`src/rtl/eeprom_i2c_pkg.sv`:
```
package eeprom_i2c_pkg;

   typedef enum logic [2:0] {
      ST_IDLE,
      ST_START,
      ST_BIT,
      ST_STOP,
      ST_HOLD
   } seq_state_t;

   localparam logic [3:0] DEV_CODE  = 4'b1010;
   localparam int         BYTE_W    = 8;
   localparam int         CHIP_W    = 3;
   localparam logic [3:0] ACK_SLOT  = 4'd8;

endpackage

```
`src/rtl/eeprom_i2c_tick.sv`:
```
module eeprom_i2c_tick #(
   parameter int QTR_CYC = 125
) (
   input  logic clk,
   input  logic rst_n,
   input  logic en,
   output logic tick
);
   localparam int CW = (QTR_CYC > 1) ? $clog2(QTR_CYC) : 1;

   generate
      if (QTR_CYC < 1) begin : g_bad_qtr
         $error("QTR_CYC must be at least 1");
      end

      if (QTR_CYC == 1) begin : g_every
         assign tick = en;
      end else begin : g_div
         logic [CW-1:0] cnt;
         always_ff @(posedge clk or negedge rst_n) begin
            if (!rst_n)                          cnt <= '0;
            else if (!en)                        cnt <= '0;
            else if (cnt == CW'(QTR_CYC - 1))    cnt <= '0;
            else                                 cnt <= cnt + 1'b1;
         end
         assign tick = en && (cnt == CW'(QTR_CYC - 1));
      end
   endgenerate
endmodule

```
`src/rtl/eeprom_i2c_hold.sv`:
```
module eeprom_i2c_hold #(
   parameter int WAIT_CYC = 500000
) (
   input  logic clk,
   input  logic rst_n,
   input  logic start,
   output logic expire
);
   localparam int WW = (WAIT_CYC > 1) ? $clog2(WAIT_CYC) : 1;

   generate
      if (WAIT_CYC < 0) begin : g_bad_wait
         $error("WAIT_CYC must not be negative");
      end

      if (WAIT_CYC <= 1) begin : g_short
         assign expire = 1'b1;
      end else begin : g_cnt
         logic          act;
         logic [WW-1:0] cnt;
         always_ff @(posedge clk or negedge rst_n) begin
            if (!rst_n) begin
               act <= 1'b0;
               cnt <= '0;
            end else if (start) begin
               act <= 1'b1;
               cnt <= WW'(WAIT_CYC - 1);
            end else if (act) begin
               if (cnt == '0) act <= 1'b0;
               else           cnt <= cnt - 1'b1;
            end
         end
         assign expire = act && (cnt == '0);

         AST_HOLD_NO_RESTART: assert property (@(posedge clk) disable iff (!rst_n)
            act |-> !start);
      end
   endgenerate
endmodule

```
`src/rtl/eeprom_i2c_seq.sv`:
```
module eeprom_i2c_seq
   import eeprom_i2c_pkg::*;
#(
   parameter int QTR_CYC  = 125,
   parameter int WAIT_CYC = 500000
) (
   input  logic                clk,
   input  logic                rst_n,
   input  logic                req_valid,
   input  logic                req_read,
   input  logic [CHIP_W-1:0]   req_chip,
   input  logic [BYTE_W-1:0]   req_addr,
   input  logic [BYTE_W-1:0]   req_wdata,
   output logic                busy,
   output logic                done,
   output logic                nack_err,
   output logic [BYTE_W-1:0]   rd_data,
   output logic                scl,
   output logic                sda_oe,
   input  logic                sda_in
);
   seq_state_t          state;
   logic [1:0]          ph;
   logic [3:0]          bitn;
   logic [1:0]          byten;
   logic [BYTE_W-1:0]   sh, rx, rdata_q;
   logic [BYTE_W-1:0]   addr_q, wdata_q;
   logic [CHIP_W-1:0]   chip_q;
   logic                rd_q, nack_q, scl_q, sda_oe_q, done_q, err_q;
   logic                tick, seq_run, is_rx, hold_go, hold_done;

   function automatic logic [BYTE_W-1:0] slot_byte(
      input logic [1:0]        idx,
      input logic              rd,
      input logic [CHIP_W-1:0] chip,
      input logic [BYTE_W-1:0] addr,
      input logic [BYTE_W-1:0] wdata);
      case (idx)
         2'd0:    slot_byte = {DEV_CODE, chip, 1'b0};
         2'd1:    slot_byte = addr;
         2'd2:    slot_byte = rd ? {DEV_CODE, chip, 1'b1} : wdata;
         default: slot_byte = '0;
      endcase
   endfunction

   assign seq_run = (state == ST_START) || (state == ST_BIT) || (state == ST_STOP);
   assign is_rx   = rd_q && (byten == 2'd3);
   assign hold_go = (state == ST_STOP) && tick && (ph == 2'd3) && !nack_q && !rd_q;

   eeprom_i2c_tick #(.QTR_CYC(QTR_CYC)) u_tick (
      .clk(clk), .rst_n(rst_n), .en(seq_run), .tick(tick));

   eeprom_i2c_hold #(.WAIT_CYC(WAIT_CYC)) u_hold (
      .clk(clk), .rst_n(rst_n), .start(hold_go), .expire(hold_done));

   always_ff @(posedge clk or negedge rst_n) begin
      if (!rst_n) begin
         state    <= ST_IDLE;
         ph       <= '0;
         bitn     <= '0;
         byten    <= '0;
         sh       <= '0;
         rx       <= '0;
         rdata_q  <= '0;
         addr_q   <= '0;
         wdata_q  <= '0;
         chip_q   <= '0;
         rd_q     <= 1'b0;
         nack_q   <= 1'b0;
         scl_q    <= 1'b1;
         sda_oe_q <= 1'b0;
         done_q   <= 1'b0;
         err_q    <= 1'b0;
      end else begin
         done_q <= 1'b0;
         case (state)
            ST_IDLE: begin
               if (req_valid) begin
                  rd_q    <= req_read;
                  chip_q  <= req_chip;
                  addr_q  <= req_addr;
                  wdata_q <= req_wdata;
                  byten   <= 2'd0;
                  ph      <= 2'd0;
                  nack_q  <= 1'b0;
                  err_q   <= 1'b0;
                  state   <= ST_START;
               end
            end
            ST_START: begin
               if (tick) begin
                  ph <= ph + 2'd1;
                  case (ph)
                     2'd0: sda_oe_q <= 1'b0;
                     2'd1: scl_q    <= 1'b1;
                     2'd2: sda_oe_q <= 1'b1;
                     default: begin
                        scl_q <= 1'b0;
                        bitn  <= '0;
                        sh    <= slot_byte(byten, rd_q, chip_q, addr_q, wdata_q);
                        state <= ST_BIT;
                     end
                  endcase
               end
            end
            ST_BIT: begin
               if (tick) begin
                  ph <= ph + 2'd1;
                  case (ph)
                     2'd0: sda_oe_q <= (bitn == ACK_SLOT || is_rx) ? 1'b0 : ~sh[BYTE_W-1];
                     2'd1: scl_q <= 1'b1;
                     2'd2: begin
                        if (bitn != ACK_SLOT) begin
                           sh <= {sh[BYTE_W-2:0], 1'b0};
                           if (is_rx) rx <= {rx[BYTE_W-2:0], sda_in};
                        end else if (!is_rx && sda_in) begin
                           nack_q <= 1'b1;
                        end
                     end
                     default: begin
                        scl_q <= 1'b0;
                        if (bitn != ACK_SLOT) begin
                           bitn <= bitn + 4'd1;
                        end else if (nack_q || is_rx || (!rd_q && byten == 2'd2)) begin
                           state <= ST_STOP;
                        end else if (rd_q && byten == 2'd1) begin
                           byten <= 2'd2;
                           state <= ST_START;
                        end else begin
                           byten <= byten + 2'd1;
                           bitn  <= '0;
                           sh    <= slot_byte(byten + 2'd1, rd_q, chip_q, addr_q, wdata_q);
                        end
                     end
                  endcase
               end
            end
            ST_STOP: begin
               if (tick) begin
                  ph <= ph + 2'd1;
                  case (ph)
                     2'd0: sda_oe_q <= 1'b1;
                     2'd1: scl_q    <= 1'b1;
                     2'd2: sda_oe_q <= 1'b0;
                     default: begin
                        if (!nack_q && !rd_q) begin
                           state <= ST_HOLD;
                        end else begin
                           state  <= ST_IDLE;
                           done_q <= 1'b1;
                           err_q  <= nack_q;
                           if (rd_q && !nack_q) rdata_q <= rx;
                        end
                     end
                  endcase
               end
            end
            ST_HOLD: begin
               if (hold_done) begin
                  state  <= ST_IDLE;
                  done_q <= 1'b1;
               end
            end
            default: state <= ST_IDLE;
         endcase
      end
   end

   assign busy     = (state != ST_IDLE);
   assign done     = done_q;
   assign nack_err = err_q;
   assign rd_data  = rdata_q;
   assign scl      = scl_q;
   assign sda_oe   = sda_oe_q;

   AST_SDA_STEADY_CLK_HIGH: assert property (@(posedge clk) disable iff (!rst_n)
      (state == ST_BIT && scl_q && $past(scl_q)) |-> $stable(sda_oe_q));
   AST_IDLE_BUS_FREE: assert property (@(posedge clk) disable iff (!rst_n)
      (state == ST_IDLE) |-> (scl_q && !sda_oe_q));
   AST_ACK_SLOT_RELEASED: assert property (@(posedge clk) disable iff (!rst_n)
      (state == ST_BIT && bitn == ACK_SLOT && scl_q) |-> !sda_oe_q);
   AST_ERR_WITH_DONE: assert property (@(posedge clk) disable iff (!rst_n)
      $rose(err_q) |-> done_q);
   AST_DONE_SINGLE: assert property (@(posedge clk) disable iff (!rst_n)
      done_q |=> !done_q);
endmodule

```
`config.mk`:
```
export PLATFORM = sky130hd
export DESIGN_NAME = eeprom_i2c_seq
export DESIGN_NICKNAME = d
export VERILOG_FILES = /design/src/rtl/eeprom_i2c_pkg.sv /design/src/rtl/eeprom_i2c_tick.sv /design/src/rtl/eeprom_i2c_hold.sv /design/src/rtl/eeprom_i2c_seq.sv
export SDC_FILE = /design/constraint.sdc
export NUM_CORES = 1
export LEC_CHECK = 0
export BUFFER_PORTS_ARGS = -buffer_cell sky130_fd_sc_hd__buf_2
export CAP_MARGIN = 20
export CORE_MARGIN = 2
export CORE_UTILIZATION = 50
export DETAILED_ROUTE_END_ITERATION = 16
export GPL_TIMING_DRIVEN = 0
export PLACE_DENSITY = 0.79
export SLEW_MARGIN = 20
export SYNTH_ARGS = -nofsm -noshare
export SYNTH_HDL_FRONTEND = slang
export SYNTH_SLANG_ARGS = --single-unit
```
`constraint.sdc`:
```
create_clock -name clk -period 2.13 [get_ports clk]
set_clock_uncertainty 0.05 [all_clocks]
set_input_delay 0.213 -clock clk [delete_from_list [all_inputs] [get_ports clk]]
set_output_delay 0.213 -clock clk [all_outputs]
set_load 0.05 [all_outputs]
```
# [Word-level counts from Yosys, hierarchy flattened]
# Index checks and enable logic that the tools add are counted.
[totals] wordCells=199 regBits=87 input_bits=24
[classes] bitwise_logic=3 reduce_logical=51 mux=78 n_addsub=5 n_eq_ne=43
[op_table] operator="$mux 8" n=8
[op_table] operator="$mux 19" n=3
[op_table] operator="$pmux 8 s3" n=2
[op_table] operator="$mux 3" n=12
[op_table] operator="$pmux 8 s2" n=2
[op_table] operator="$mux 4" n=7
[op_table] operator="$ne 2x2->1 const B" n=14
[op_table] operator="$mux 1" n=23
[op_table] operator="$reduce_and 5->1" n=4
[op_table] operator="$logic_not 19->1" n=1
[op_table] operator="$sub 19x1->19 const B" n=1
[op_table] operator="$pmux 3 s5" n=1
[op_table] operator="$mux 2" n=7
[op_table] operator="$mux 7" n=2
[op_table] operator="$pmux 1 s2" n=7
[op_table] operator="$reduce_and 7->1" n=2
[op_table] operator="$logic_and 1x1->1" n=12
[op_table] operator="$ne 2x1->1 const B" n=6
[op_table] operator="$reduce_and 6->1" n=2
[op_table] operator="$reduce_bool 2->1" n=6
[op_table] operator="$eq 2x2->1 const B" n=5
[op_table] operator="$reduce_and 10->1" n=1
[op_table] operator="$ne 3x1->1 const B" n=3
[op_table] operator="$ne 3x3->1 const B" n=3
[op_table] operator="25 further kinds" n=46

# [Depth between registers and ports, before layout]
[depth] ltp_word=10 depth_mapped=8

# [Cells and area by module]
# A second synthesis with hierarchy kept.
[unflattened] hier_cells=475 area_unflattened_um2=4870.9
[by_module_without_submodules] module="eeprom_i2c_seq" n_inst=1 cells_each=314 seq_area_each_um2=1502.7 area_each_um2=3360.7
[by_module_without_submodules] module="eeprom_i2c_hold" n_inst=1 cells_each=126 seq_area_each_um2=500.5 area_each_um2=1173.6
[by_module_without_submodules] module="eeprom_i2c_tick" n_inst=1 cells_each=35 seq_area_each_um2=175.2 area_each_um2=336.6

# [Worst setup path before layout]
# OpenSTA, ideal clock, no wires.
[synth_path] path_type="reg-to-reg" start="reg state[0]" end="reg addr_q[7]" path_slack_ns=-0.104 n_path_buf=2 t_required_ns=1.955 setup_ns=0.125 t_arrival_ns=2.059 stages_incl_launch_ff=7 cell_sequence="dfrtp_1 clkbuf_1 nor2_1 nand2_1 nor2_1 buf_2 mux2_2"
[synth_between] elab_chain_len=2
[synth_rtl] item="start: declaration" line="eeprom_i2c_seq.sv:22" text="seq_state_t state;"
[synth_rtl] item="start signal: assignment" line="eeprom_i2c_seq.sv:58" text="state <= ST_IDLE;"
[synth_rtl] item="start signal: assignment" line="eeprom_i2c_seq.sv:87" text="state <= ST_START;"
[synth_rtl] item="start signal: assignment" line="eeprom_i2c_seq.sv:101" text="state <= ST_BIT;"
[synth_rtl] item="$logic_not 3->1" line="eeprom_i2c_seq.sv:76" text="case (state)"
[synth_rtl] item="$reduce_and 2->1 (no line)"
[synth_rtl] item="end signal: assignment" line="eeprom_i2c_seq.sv:81" text="addr_q <= req_addr;"
[synth_rtl] item="end: declaration" line="eeprom_i2c_seq.sv:27" text="logic [BYTE_W-1:0] addr_q, wdata_q;"
# Every way passes these cells.
# A chain may end at the register's enable or synchronous reset.

# [Worst setup path after layout]
[layout_path] start="reg byten[1]" end="reg sh[2]"
[layout_between] elab_chain_len=9 word_cells_on_any_way=26 classes_between="add/sub: 1; eq/ne: 7; mux: 10; reduce/logical: 8"
[layout_rtl] item="start: declaration" line="eeprom_i2c_seq.sv:25" text="logic [1:0] byten;"
[layout_rtl] item="start signal: assignment" line="eeprom_i2c_seq.sv:130" text="byten <= byten + 2'd1;"
[layout_rtl] item="$add 2x1->2" line="eeprom_i2c_seq.sv:132" text="sh <= slot_byte(byten + 2'd1, rd_q, chip_q, addr_q, wdata_q);"
[layout_rtl] item="$eq 2x2->1, or another cell as far along" line="eeprom_i2c_seq.sv:38" text="case (idx)"
[layout_rtl] item="$pmux 8 s3" line="eeprom_i2c_seq.sv:38"
[layout_rtl] item="$mux 8" line="eeprom_i2c_seq.sv:126" text="end else if (rd_q && byten == 2'd1) begin"
[layout_rtl] item="$mux 8" line="eeprom_i2c_seq.sv:124" text="end else if (nack_q || is_rx || (!rd_q && byten == 2'd2)) begin"
[layout_rtl] item="$mux 8" line="eeprom_i2c_seq.sv:122" text="if (bitn != ACK_SLOT) begin"
[layout_rtl] item="$pmux 8 s2" line="eeprom_i2c_seq.sv:109" text="case (ph)"
[layout_rtl] item="$mux 8" line="eeprom_i2c_seq.sv:107" text="if (tick) begin"
[layout_rtl] item="$pmux 8 s2" line="eeprom_i2c_seq.sv:76"
[layout_rtl] item="end signal: assignment" line="eeprom_i2c_seq.sv:100" text="sh <= slot_byte(byten, rd_q, chip_q, addr_q, wdata_q);"
[layout_rtl] item="end signal: assignment" line="eeprom_i2c_seq.sv:114" text="sh <= {sh[BYTE_W-2:0], 1'b0};"
[layout_rtl] item="end signal: assignment" line="eeprom_i2c_seq.sv:132"
[layout_rtl] item="end: declaration" line="eeprom_i2c_seq.sv:26" text="logic [BYTE_W-1:0] sh, rx, rdata_q;"
# Parallel ways exist; a longest one is shown, timed or not. The select of a mux whose other input is x is not followed.

==> key figures <==
Run status
  – Status: finished, final reports clean

Global route
  – Vias in the first global route: 3592
  – Initial antenna violation count: 0
  – Largest net degree at the start of global routing: 45
  – Global-route wire length before repair: 17190 microns
  – GRT Total Usage: 21.21%
  – GRT overflow: 0

Job
  – MaxCap Viol Count: 0

Clock network
  – Root Buffer: clkbuf_8
  – Clock Pin Slew Worst Setup and Hold Paths: 0.09 ns
  – CTS tree: yes
  – Clock Latency Late Sink: 0.36 ns
  – Max Root-Sink Buffers: 2
  – Clock sink count: 87
  – H-tree Lvls: 3
  – Clock buffer count from CTS: 9

Cells and area
  – Share of post-route cells with drive strength above 1: 32.76%
  – ANT cells: 0
  – # fillers: 735
  – Area Growth Syn to Fin: 19.59%
  – Total Nets Final: 558

Power and ir drop
  – Tot Pwr: 3.115 mW
  – Leak: 2.679 nW
  – PD cells: 555.1 nW/um^2
  – Peak supply drop: 0.0005438 V

Critical path
  – Kind of critical path: reg -> reg
  – Worst Reg-to-Reg Cells: 8
  – Startpoint types: flip-flop
  – Crit end category: flip-flop
  – Worst Path Required: 2.33 ns
  – Critical path data arrival time: 2.30 ns
  – CP Max Fanout: 10

Hold path
  – Hold Path Depth: 2
  – Worst hold path class: in -> reg

Yosys
  – Synth top cells by count: dfrtp_1, mux2_2, nand2_1
  – Gate Count Post-Synth: 450
  – Main area contributors after synthesis: dfrtp_1, mux2_2, ha_1
  – Sequential area share after synthesis: 46.41%
  – Syn Nets: 490
  – Area leader, netlist: dfrtp_1
  – Most frequent cell after synthesis: dfrtp_1
  – Async SR Flop Fraction: 100.0%
  – Synth top area share: 45.85%
  – Top FF cell, synth: dfrtp_1
  – Number of synthesized flops with an enable pin: 0
  – Mapped Area: 4693 sq um
  – Synth Register Bits: 87
  – Mean Syn Cell Area: 10.43 sq um
  – YS warnings: 0
  – Post-synthesis cell type count: 65

Floorplanning
  – Starting Density: 51.28%
  – Die Y: 100.9 microns
  – Area of the core: 9153 sq um
  – FP Rows: 35
  – Die X: 100.9 microns
  – Num ports: 37
  – Die area: 10180 sq um

STA
  – Slew Viols, Final: 0
  – Tightest Pin Transition: 0.6626 ns
  – Setup Viol. Count Final: 0
  – Fin. Hold Viols: 0
  – Final Critical Period: 2.093 ns
  – Achievable Freq: 477.8 MHz
  – Worst slew margin: 55.59%
  – RSZ-0062 raised after global routing: true
  – Final Cycle Share: 98.25%
  – Worst hold margin: 0.02660 ns

Routing
  – First-pass iteration count of the detailed router: 5
  – Detail Route Antenna Nets: 0
  – Via count: 3780
  – Post-route DRC: 0
  – DR WL/cell: 16.57 microns
  – Routed WL: 10490 microns
  – Initial drt markers: 244
  – Vias per cell: 5.972

Placement
  – GPL Wtd Cong: 0.8808
  – Port-buffer cells: 36
  – Post-DP HPWL: 7327 microns
## timing repair
action | 4_1_cts | 5_1_grt
hold buffers | 1 | 0
endpoints found under the setup margin | 40 | 62
gates resized for setup | 17 | 33
pin swaps | 1 | 7
buffers inserted | 7 | 14
hold endpoints to repair | 42 | 0
## final timing paths
check	start	to	slack, ns
worst max-delay path	byten[1]	sh[2]	0.04
worst min-delay path	req_wdata[0]	wdata_q[0]	0.03
worst max register to register	byten[1]	sh[2]	0.04
worst min register to register	rd_data[5]	rd_data[5]	0.45
max in group asynchronous	rst_n	byten[0]	1.05
min in group asynchronous	rst_n	u_hold.g_cnt.cnt[4]	0.33
## metrics by stage
stage                     instance area, sq um  setup TNS [ns]  worst slack (ns)  util [%]  std cells
after CTS                                 5388         -0.1681          -0.03751     58.87        619
after floorplan                           4705               0          0.008016         -        450
after global placement                    5024          -2.883           -0.3092     54.89        597
after detailed placement                  5046          -5.098           -0.3799     55.13        598
final                                     5613               0           0.03722     61.33        633
after global routing                      5613         -0.1502          -0.09856     61.33        633
## worst max-delay path: stages, from the launching register on
cell      delay (ns)
dfrtp_2         0.41
inv_1           0.12
ha_1            0.27
clkbuf_1        0.26
a22oi_1         0.21
o21ai_0         0.11
a21oi_1         0.17
o21ai_0         0.11
mux2_4          0.28
## metal layers
| metal | global-route usage (%) | wire length, microns |
|---|---|---|
| met1 | 28.09 | 4533 |
| met2 | 34.15 | 5234 |
| met3 | 4.369 | 517 |
| met4 | 8.535 | 203 |
| met5 | 0 | 0 |
## cells by family after synthesis
group | synth area share (%)
compound gates | 13.81
flops | 46.41
simple gates | 18.34
mux | 11.14
buf+inv | 3.226
xor+xnor | 2.799
fa+ha+maj | 4.265
## layout by cell type, fill, tap and decap left out, drive strengths merged, types with 3 or more instances in the layout
cell type	instances
nor2b	4
nor3b	6
ha	16
a32o	4
o21ai	25
a31oi	3
mux2i	5
nand3	12
a22oi	8
nand4	8
xor2	12
or3	9
nor2	31
nor4	5
nor3	12
mux2	42
xnor2	3
nand3b	5
o211ai	5
a21oi	20
dfrtp	86
a222oi	4
nand2	37
a21o	4
and3	4
or2	4
clkbuf	19
and2	3
inv	21
o22ai	3
o31ai	4
buf	66
## final cells by class
class / instances / area (sq um) / area share, %
Tap cell: 111 / 138.9 / 2.474
Multi-Input combinational cell: 325 / 2526 / 45.01
Inverter: 19 / 73.82 / 1.315
Clock inverter: 5 / 88.84 / 1.583
Timing Repair Buffer: 59 / 382.9 / 6.821
Buffer: 17 / 81.33 / 1.449
Clock buffer: 10 / 137.6 / 2.452
Sequential cell: 87 / 2183 / 38.90
## registers in the layout, indices dropped and copies added (netlist names), 2 cells and up
register and flops:
bitn 4, u_tick.g_div.cnt 7, rx 8, chip_q 3
ph 2, addr_q 8, rd_data 8, byten 2
u_hold.g_cnt.cnt 19, state 3, sh 8, wdata_q 8
## where the power goes
group          switching, mW  internal, mW  leakage [nW]
registers             0.0158          1.67          1.15
logic                 0.0607        0.0487          1.41
clock network          0.619         0.701         0.115
total                  0.695          2.42          2.68
No activity file was read; power rests on OpenSTA's default activity.
